### src/rtl/mbank_pkg.sv
package mbank_pkg;
  localparam int MODE_W   = 5;
  localparam int NUM_BANK = 6;
  localparam int BANK_W   = $clog2(NUM_BANK);
  localparam int NUM_GP   = 5;
  localparam int SLOT_W   = 3;

  typedef enum logic [MODE_W-1:0] {
    MD_USR = 5'h10,
    MD_FIQ = 5'h11,
    MD_IRQ = 5'h12,
    MD_SVC = 5'h13,
    MD_ABT = 5'h17,
    MD_UND = 5'h1B,
    MD_SYS = 5'h1F
  } mode_e;
endpackage

### src/rtl/mbank_mode_decode.sv
module mbank_mode_decode
  import mbank_pkg::*;
(
  input  logic [MODE_W-1:0] mode_i,
  output logic [BANK_W-1:0] bank_o,
  output logic              legal_o,
  output logic              is_fiq_o
);
  always_comb begin
    legal_o  = 1'b1;
    is_fiq_o = 1'b0;
    bank_o   = '0;
    case (mode_i)
      MD_USR, MD_SYS: bank_o = BANK_W'(0);
      MD_SVC:         bank_o = BANK_W'(1);
      MD_ABT:         bank_o = BANK_W'(2);
      MD_UND:         bank_o = BANK_W'(3);
      MD_IRQ:         bank_o = BANK_W'(4);
      MD_FIQ: begin
        bank_o   = BANK_W'(5);
        is_fiq_o = 1'b1;
      end
      default:        legal_o = 1'b0;
    endcase
  end
endmodule

### src/rtl/mbank_bank_store.sv
module mbank_bank_store
  import mbank_pkg::*;
#(
  parameter int DW = 32,
  parameter int NB = NUM_BANK
) (
  input  logic              clk,
  input  logic              rst_n,
  input  logic              save_en,
  input  logic [BANK_W-1:0] save_idx,
  input  logic [DW-1:0]     save_sp,
  input  logic [DW-1:0]     save_lr,
  input  logic [DW-1:0]     save_sts,
  input  logic [BANK_W-1:0] load_idx,
  output logic [DW-1:0]     load_sp,
  output logic [DW-1:0]     load_lr,
  output logic [DW-1:0]     load_sts
);
  logic [DW-1:0] sp_q  [NB];
  logic [DW-1:0] lr_q  [NB];
  logic [DW-1:0] sts_q [NB];

  for (genvar b = 0; b < NB; b++) begin : g_bank
    always_ff @(posedge clk) begin
      if (!rst_n) begin
        sp_q[b]  <= '0;
        lr_q[b]  <= '0;
        sts_q[b] <= '0;
      end else if (save_en && save_idx == BANK_W'(b)) begin
        sp_q[b]  <= save_sp;
        lr_q[b]  <= save_lr;
        sts_q[b] <= save_sts;
      end
    end
  end

  // Save happens before load: a shared bank hands back the value being saved.
  logic same_bank;
  assign same_bank = save_en && (save_idx == load_idx);

  always_comb begin
    load_sp  = '0;
    load_lr  = '0;
    load_sts = '0;
    if (same_bank) begin
      load_sp  = save_sp;
      load_lr  = save_lr;
      load_sts = save_sts;
    end else begin
      for (int b = 0; b < NB; b++) begin
        if (load_idx == BANK_W'(b)) begin
          load_sp  = sp_q[b];
          load_lr  = lr_q[b];
          load_sts = sts_q[b];
        end
      end
    end
  end

  p_save_idx_range_r2: assert property (@(posedge clk) disable iff (!rst_n)
    save_en |-> (int'(save_idx) < NB));
  p_saved_value_lands_r4: assert property (@(posedge clk) disable iff (!rst_n)
    save_en |=> (sp_q[$past(save_idx)] == $past(save_sp)));
endmodule

### src/rtl/mbank_shadow.sv
module mbank_shadow
  import mbank_pkg::*;
#(
  parameter int DW = 32,
  parameter int NG = NUM_GP
) (
  input  logic             clk,
  input  logic             rst_n,
  input  logic             save_usr,
  input  logic             save_fiq,
  input  logic [NG*DW-1:0] vis_i,
  output logic [NG*DW-1:0] usr_o,
  output logic [NG*DW-1:0] fiq_o
);
  logic [DW-1:0] usr_q [NG];
  logic [DW-1:0] fiq_q [NG];

  for (genvar g = 0; g < NG; g++) begin : g_word
    always_ff @(posedge clk) begin
      if (!rst_n) begin
        usr_q[g] <= '0;
        fiq_q[g] <= '0;
      end else begin
        if (save_usr) usr_q[g] <= vis_i[g*DW +: DW];
        if (save_fiq) fiq_q[g] <= vis_i[g*DW +: DW];
      end
    end
    assign usr_o[g*DW +: DW] = usr_q[g];
    assign fiq_o[g*DW +: DW] = fiq_q[g];
  end

  p_one_shadow_dir_r6: assert property (@(posedge clk) disable iff (!rst_n)
    !(save_usr && save_fiq));
  p_usr_shadow_hold_r7: assert property (@(posedge clk) disable iff (!rst_n)
    !save_usr |=> $stable(usr_o));
endmodule

### src/rtl/mbank_switch.sv
module mbank_switch
  import mbank_pkg::*;
#(
  parameter int DW = 32
) (
  input  logic              clk,
  input  logic              rst_n,
  input  logic              sw_valid,
  output logic              sw_ready,
  input  logic [MODE_W-1:0] sw_mode,
  input  logic              wr_valid,
  output logic              wr_ready,
  input  logic [SLOT_W-1:0] wr_sel,
  input  logic [DW-1:0]     wr_data,
  input  logic [SLOT_W-1:0] rd_sel,
  output logic [DW-1:0]     rd_data,
  output logic [MODE_W-1:0] mode_o,
  output logic              err_o
);
  localparam int GPW      = NUM_GP * DW;
  localparam int SLOT_SP  = NUM_GP;
  localparam int SLOT_LR  = NUM_GP + 1;
  localparam int SLOT_STS = NUM_GP + 2;

  logic              busy_q, err_q;
  logic [MODE_W-1:0] mode_q, pend_q;
  logic [DW-1:0]     vis_gp [NUM_GP];
  logic [DW-1:0]     vis_sp, vis_lr, vis_sts;
  logic [GPW-1:0]    vis_gp_flat, usr_sh, fiq_sh;

  logic [BANK_W-1:0] cur_bank, new_bank;
  logic              cur_legal, new_legal, cur_fiq, new_fiq;
  logic [DW-1:0]     ld_sp, ld_lr, ld_sts;

  logic accept, wr_fire, do_swap, save_usr, save_fiq;

  assign sw_ready = !busy_q;
  assign wr_ready = !busy_q;
  assign accept   = sw_valid && !busy_q;
  assign wr_fire  = wr_valid && !busy_q;
  assign do_swap  = busy_q && new_legal && (pend_q != mode_q);
  assign save_fiq = do_swap && cur_fiq;
  assign save_usr = do_swap && !cur_fiq && new_fiq;
  assign mode_o   = mode_q;
  assign err_o    = err_q;

  for (genvar g = 0; g < NUM_GP; g++) begin : g_flat
    assign vis_gp_flat[g*DW +: DW] = vis_gp[g];
  end

  mbank_mode_decode u_dec_cur (
    .mode_i  (mode_q),
    .bank_o  (cur_bank),
    .legal_o (cur_legal),
    .is_fiq_o(cur_fiq)
  );

  mbank_mode_decode u_dec_new (
    .mode_i  (pend_q),
    .bank_o  (new_bank),
    .legal_o (new_legal),
    .is_fiq_o(new_fiq)
  );

  mbank_bank_store #(.DW(DW), .NB(NUM_BANK)) u_banks (
    .clk     (clk),
    .rst_n   (rst_n),
    .save_en (do_swap),
    .save_idx(cur_bank),
    .save_sp (vis_sp),
    .save_lr (vis_lr),
    .save_sts(vis_sts),
    .load_idx(new_bank),
    .load_sp (ld_sp),
    .load_lr (ld_lr),
    .load_sts(ld_sts)
  );

  mbank_shadow #(.DW(DW), .NG(NUM_GP)) u_shadow (
    .clk     (clk),
    .rst_n   (rst_n),
    .save_usr(save_usr),
    .save_fiq(save_fiq),
    .vis_i   (vis_gp_flat),
    .usr_o   (usr_sh),
    .fiq_o   (fiq_sh)
  );

  always_ff @(posedge clk) begin
    if (!rst_n) begin
      busy_q  <= 1'b0;
      err_q   <= 1'b0;
      mode_q  <= MD_SVC;
      pend_q  <= MD_SVC;
      vis_sp  <= '0;
      vis_lr  <= '0;
      vis_sts <= '0;
      for (int g = 0; g < NUM_GP; g++) vis_gp[g] <= '0;
    end else begin
      busy_q <= accept;
      err_q  <= busy_q && !new_legal;
      if (accept) pend_q <= sw_mode;
      if (do_swap) begin
        mode_q  <= pend_q;
        vis_sp  <= ld_sp;
        vis_lr  <= ld_lr;
        vis_sts <= ld_sts;
        if (cur_fiq) begin
          for (int g = 0; g < NUM_GP; g++) vis_gp[g] <= usr_sh[g*DW +: DW];
        end else if (new_fiq) begin
          for (int g = 0; g < NUM_GP; g++) vis_gp[g] <= fiq_sh[g*DW +: DW];
        end
      end else if (wr_fire) begin
        if (int'(wr_sel) < NUM_GP) vis_gp[wr_sel] <= wr_data;
        else if (int'(wr_sel) == SLOT_SP) vis_sp <= wr_data;
        else if (int'(wr_sel) == SLOT_LR) vis_lr <= wr_data;
        else vis_sts <= wr_data;
      end
    end
  end

  always_comb begin
    if (int'(rd_sel) < NUM_GP)         rd_data = vis_gp[rd_sel];
    else if (int'(rd_sel) == SLOT_SP)  rd_data = vis_sp;
    else if (int'(rd_sel) == SLOT_LR)  rd_data = vis_lr;
    else                               rd_data = vis_sts;
  end

  p_mode_legal_r2: assert property (@(posedge clk) disable iff (!rst_n)
    cur_legal);
  p_one_cycle_busy_r3: assert property (@(posedge clk) disable iff (!rst_n)
    busy_q |=> !busy_q);
  p_ready_drops_r3: assert property (@(posedge clk) disable iff (!rst_n)
    (sw_valid && sw_ready) |=> !sw_ready);
  p_gp_hold_r8: assert property (@(posedge clk) disable iff (!rst_n)
    (do_swap && !cur_fiq && !new_fiq) |=> $stable(vis_gp_flat));
  p_same_mode_noop_r9: assert property (@(posedge clk) disable iff (!rst_n)
    (busy_q && pend_q == mode_q) |=>
      ($stable(vis_sp) && $stable(vis_lr) && $stable(vis_sts) && !err_o));
  p_bad_mode_hold_r10: assert property (@(posedge clk) disable iff (!rst_n)
    $rose(err_o) |-> ($stable(mode_o) && $stable(vis_sp) && $stable(vis_gp_flat)));
  p_err_pulse_r10: assert property (@(posedge clk) disable iff (!rst_n)
    err_o |=> !err_o);
endmodule

### config.mk
export PLATFORM = sky130hd
export DESIGN_NAME = mbank_switch
export DESIGN_NICKNAME = d
export VERILOG_FILES = /design/src/rtl/mbank_pkg.sv /design/src/rtl/mbank_mode_decode.sv /design/src/rtl/mbank_bank_store.sv /design/src/rtl/mbank_shadow.sv /design/src/rtl/mbank_switch.sv
export SDC_FILE = /design/constraint.sdc
export NUM_CORES = 2
export LEC_CHECK = 0
export BUFFER_PORTS_ARGS = -buffer_cell sky130_fd_sc_hd__clkbuf_2
export CORE_MARGIN = 2
export CORE_UTILIZATION = 40
export DETAILED_ROUTE_END_ITERATION = 8
export PLACE_DENSITY_LB_ADDON = 0.2
export SYNTH_ARGS = -nofsm -noshare
export SYNTH_HDL_FRONTEND = slang
export SYNTH_SLANG_ARGS = --single-unit
### constraint.sdc
create_clock -name clk -period 15.3 [get_ports clk]
set_input_delay 0.765 -clock clk [delete_from_list [all_inputs] [get_ports clk]]
set_output_delay 0.765 -clock clk [all_outputs]
set_load 0.02 [all_outputs]
Yosys cells after proc, flatten, opt, wreduce, memory -nomap -nowiden
Memories as Yosys holds them, arrays and structs flattened.
Index checks and enable logic that the tools add are counted.
{ "totals": {"register_bits": 108, "ram_bits": 1056, "in_bits": 47, "out_inout_bits": 40, "memories": 6} }
{ "classes": {"n_lt_le_gt_ge": 2, "eq_ne": 32, "mux": 123, "n_bitwise": 38, "reduce_logical": 28} }
{ "memory_table": {"columns": ["memory", "depth", "width", "read_ports", "rd_ports_with_merged_regs", "wr", "line", "text"], "rows": [
  ["u_banks.lr_q", 6, 32, 6, 0, 6, "mbank_bank_store.sv:20", "logic [DW-1:0] lr_q [NB];"],
  ["u_banks.sp_q", 6, 32, 6, 0, 6, "mbank_bank_store.sv:19", "logic [DW-1:0] sp_q [NB];"],
  ["u_banks.sts_q", 6, 32, 6, 0, 6, "mbank_bank_store.sv:21", "logic [DW-1:0] sts_q [NB];"],
  ["u_shadow.fiq_q", 5, 32, 5, 0, 5, "mbank_shadow.sv:16", "logic [DW-1:0] fiq_q [NG];"],
  ["u_shadow.usr_q", 5, 32, 5, 0, 5, "mbank_shadow.sv:15", "logic [DW-1:0] usr_q [NG];"],
  ["vis_gp", 5, 32, 6, 0, 5, "mbank_switch.sv:27", "logic [DW-1:0] vis_gp [NUM_GP];"]
]} }
{ "ops": {"columns": ["cell", "n"], "rows": [
  ["$mux W32", 77],
  ["$eq A5 B5 Y1 const B", 12],
  ["$mux W1", 43],
  ["$or A1 B1 Y1", 38],
  ["$reduce_or A32 Y1", 1],
  ["$pmux W3 S5", 2],
  ["$eq A3 B2 Y1 const B", 6],
  ["$eq A3 B3 Y1 const B", 6],
  ["$logic_and A1 B1 Y1", 15],
  ["$reduce_and A5 Y1", 2],
  ["$ne A2 B2 Y1 const B", 4],
  ["$reduce_or A7 Y1", 1],
  ["$eq A3 B1 Y1 const B", 2],
  ["$logic_not A3 Y1", 2],
  ["$lt A3 B3 Y1 const B", 2],
  ["$reduce_bool A2 Y1", 3],
  ["$ne A5 B5 Y1", 1],
  ["$reduce_and A4 Y1", 1],
  ["$eq A3 B3 Y1", 1],
  ["$logic_not A1 Y1", 3],
  ["$mux W3", 1]
]} }

Longest topological paths before layout
{ "depth": {"ltp_word": 11, "depth_mapped": 11, "mapped_depth_nobuf": 6} }

By module
Synthesis repeated with hierarchy kept, for this count alone.
{ "hier_totals": {"hier_cells": 4243, "area_unflattened_um2": 54252.0} }
{ "modules_own_cells": {"columns": ["module", "instances", "cells_per_inst", "area_each_um2", "seq_area_each_um2"], "rows": [
  ["mbank_bank_store", 1, 2009, 26848.2, 17296.6],
  ["mbank_switch", 1, 1502, 15285.9, 6966.7],
  ["mbank_shadow", 1, 712, 11954.0, 9609.2],
  ["mbank_mode_decode at u_dec_cur", 1, 10, 82.6, 0.0],
  ["mbank_mode_decode at u_dec_new", 1, 10, 81.3, 0.0]
]} }

Worst setup path after synthesis
OpenSTA, ideal clock, no wires.
{ "synth_timing": {"path_type": "register to register", "from": "register mode_q[0], in the netlist mode_o[0]", "to": "memory u_shadow.fiq_q[0][0] (enable)", "setup_time_ns": 0.901, "arrival_time_ns": 12.751, "path_slack_ns": 1.648, "stages_incl_launch_ff": 8, "n_path_buf": 4, "cell_sequence": "dfxtp_1 clkbuf_1 xor2_1 o31ai_4 buf_6 buf_4 clkbuf_1 o21ai_0"} }
{ "synth_rtl": {"columns": ["item", "line", "text"], "rows": [
  ["start: declaration", "mbank_switch.sv:26", "logic [MODE_W-1:0] mode_q, pend_q;"],
  ["start signal: assignment", "mbank_switch.sv:104", "mode_q <= pend_q;"],
  ["end: declaration", "mbank_shadow.sv:16", null]
]} }

==> results.sh <==
export IMPL_status="completed"
export IMPL_grt_first_pass_wirelength_mm=228
export IMPL_cp_required_ns=15.88
export IMPL_power_w=0.00729
export IMPL_drive_gt1_share_pct=10.6
export IMPL_max_freq_ghz=0.211
export IMPL_num_vias=32800
export IMPL_sequentialPowerShare_pct=50.7
export IMPL_period_share_pct=31.0
export IMPL_rows=131
export IMPL_instances_no_fill=5561
export IMPL_yosysUniqueCellTypes=58
export IMPL_synth_area_mm2=0.0510
export IMPL_netSwitchingPower_w=0.00179
export IMPL_fillCellCount=11300
export IMPL_cts_resized=0
export IMPL_hold_ws_ns=0.253
export IMPL_setup_tns_ns=0
export IMPL_clk_latency_ns=0.73
export IMPL_initial_core_util_pct=40.2
export IMPL_drt_pass1_iterations=9
export IMPL_start_kind="register"
export IMPL_post_cts_buffers=0
export IMPL_netSwitchingFraction_pct=24.5
export IMPL_syn_to_final_growth_pct=11.8
export IMPL_cp_max_fo=189
export IMPL_crit_chain="o2bb2ai_1 -> and3_2 -> o31ai_4 -> buf_12 -> nor3_2 -> buf_4 -> buf_4 -> buf_12 -> a22oi_1 -> nand2_1"
export IMPL_grt_antenna_before_repair=16
export IMPL_cts_tree="done"
export IMPL_track_usage_pct=23.7
export IMPL_yosysWarnings=0
export IMPL_pwr_share_clk_pct=41.3
export IMPL_port_buffers=86
export IMPL_gr_total_overflow=0
export IMPL_wire_per_inst_um=28.2
export IMPL_crit_path_end_kind="register"
export IMPL_maxCapViolCount=0
export IMPL_ys_seq_area_share_pct=66.4
export IMPL_postSynthCellCount=3843
export IMPL_crit_slowest_cell="buf_4"
export IMPL_grt_max_degree=190
export IMPL_syn_area_per_cell_um2=13.3
export IMPL_clockBufferDepth=3
export IMPL_placed_cells=5325
export IMPL_viasPerCell=5.89
export IMPL_drt_wl_total_mm=157
export IMPL_die_w_um=361
export IMPL_cts_sinks=1164
export IMPL_p_int_w=0.00550
export IMPL_maxSlewViolCount=0
export IMPL_rsz0062_at_grt="false"
export IMPL_root_buffer="clkbuf_16"
export IMPL_critPathKind="reg -> reg"
export IMPL_cts_hold_buf=0
export IMPL_clock_skew_ns=0.0240
export IMPL_relSlewSlack_pct=22.8
export IMPL_fp_dieH_um=361
export IMPL_hpwl_mm=83.0
export IMPL_remaining_drc_errors=0
export IMPL_synth_seq_cells=1164
export IMPL_gp_congestion=0.797
export IMPL_min_period_ns=4.75
export IMPL_placed_area_mm2=0.0530
export IMPL_setup_viol=0
export IMPL_ys_flop_type="edfxtp_1"
export IMPL_tightest_slew_ns=1.16
export IMPL_ios=87
export IMPL_hold_viol=0
export IMPL_synthArstFlopShare_pct=0
export IMPL_power_density_mw_per_mm2=128
export IMPL_combPwrFrac_pct=8.0
export IMPL_synth_nets=3890
export IMPL_path_clk_slew_ns=0.06
export IMPL_synth_edf_count=1056
export IMPL_numCtsBuffers=131
export IMPL_first_global_vias=31800
export IMPL_core_area_mm2=0.127
export IMPL_p_leak_nw=21.2
export IMPL_post_route_cell_area_mm2=0.0570
export IMPL_worst_ep_arrival_time_ns=5.32
export IMPL_die_area_mm2=0.130
export IMPL_peakVddDrop_mv=0.0883
export IMPL_slowest_delay_ns=0.80
export IMPL_postRouteAntennaNets=0
export IMPL_dr_first_iter_drc_count=4162
export IMPL_finalNetCount=3843
export IMPL_h_tree_depth=4
export IMPL_hold_path_class="in -> reg"
## power groups by stage
stage                     combinational (W)  sequential, W  clock, W
final                              0.000584        0.00369   0.00301
after global routing               0.000614        0.00371   0.00317
after CTS                          0.000586        0.00369   0.00305
after detailed placement           0.000584        0.00376         0
after global placement             0.000583        0.00375         0
after floorplan                    0.000333        0.00375         0
## cell type report
class	instances	area (um2)	area share (%)
Antenna cell	2	5.00	0.00878
Clock buffer	188	3700	6.48
Clock inverter	46	350	0.614
Inverter	103	387	0.678
Multi-Input combinational cell	2246	15700	27.5
Sequential cell	1164	33900	59.4
Tap cell	1662	2080	3.65
Timing Repair Buffer	150	941	1.65
## flip-flops by register name, indices dropped and copies added, names as in the netlist
signal	cells
u_banks.lr_q	192
u_banks.sp_q	192
u_banks.sts_q	192
u_shadow.fiq_q	160
u_shadow.usr_q	160
vis_gp	160
vis_lr	32
vis_sp	32
vis_sts	32
mode_o	5
pend_q	5
busy_q	1
err_o	1
## path summary, 6_finish.rpt
| path | start | to | slack (ns) | depth (start not counted) |
|---|---|---|---|---|
| setup reg to reg | pend_q[1] | vis_gp[1][8] | 10.55 | 10 |
| hold reg to reg | u_shadow.usr_q[1][9] | vis_gp[1][9] | 0.52 | 2 |
| hold / removal | sw_mode[0] | pend_q[0] | 0.25 | 3 |
| setup / recovery | pend_q[1] | vis_gp[1][8] | 10.55 | 10 |
## through the flow
stage | setup slack (ns) | util, %
finish | 10.55 | 44.9
CTS | 10.55 | 44.9
global placement | 10.38 | 41.7
detailed placement | 10.34 | 41.7
global route | 10.28 | 44.9
floorplan | 1.65 | -
## cell usage after synthesis (all sizes together), types with 2 or more instances
library cell	number	area (um2)
a21oi	102	510
a221o	186	1860
a222oi	99	991
a22oi	63	473
a32o	95	951
a32oi	3	26.3
and2	900	5630
and3	7	45.1
buf	83	405
clkbuf	247	927
dfxtp	108	2160
edfxtp	1056	31700
inv	103	387
mux2i	32	320
mux4	33	743
nand2	342	1280
nand2b	41	257
nand3	8	40.0
nand3b	4	30.0
nand4	3	18.8
nor2	14	55.1
nor2b	10	62.6
nor3	8	61.3
nor3b	2	20.0
o211ai	33	248
o21ai	138	691
o2bb2ai	93	815
o31ai	4	57.6
or3	2	12.5
xor2	7	61.3
## worst max-delay path, delay by kind of cell, from the launching register on
kind / cells / cell delay (ns)
AND/OR/NAND/NOR: 3 / 0.67
AO/OA/AOI/OAI: 3 / 0.49
flip-flops: 1 / 0.79
buffers and inverters: 4 / 2.30
## per-layer routing
| layer | vias up | part of all wire [%] | track usage, % |
|---|---|---|---|
| li1 | 14300 | - | - |
| met1 | 16900 | 44 | 34.0 |
| met2 | 1292 | 47 | 37.4 |
| met3 | 198 | 7.3 | 3.51 |
| met4 | 0 | 2.5 | 6.97 |
| met5 | - | 0 | 0 |
## layout by cell type, fill, tap and decap left out, drive strengths merged, types with 38 or more instances in the layout
master	synthesis	layout
edfxtp	1056	1056
a221o	186	186
buf	83	67
clkbuf	247	271
nand2b	41	41
and2	900	900
a22oi	63	63
inv	103	105
o2bb2ai	93	93
a21oi	102	102
dfxtp	108	108
nand2	342	342
clkinv	0	38
o21ai	138	138
a32o	95	95
a222oi	99	99
## logic make-up after synthesis
group / count (synthesis) / synth area share (%)
buffers and inverters: 433 / 3.37
muxes: 66 / 2.11
and+or+nand+nor: 1348 / 14.9
xor gates and xnor gates: 7 / 0.120
AOI/OAI and AO/OA: 825 / 13.2
DFF: 1164 / 66.4
(Power assumes the default switching activity.)
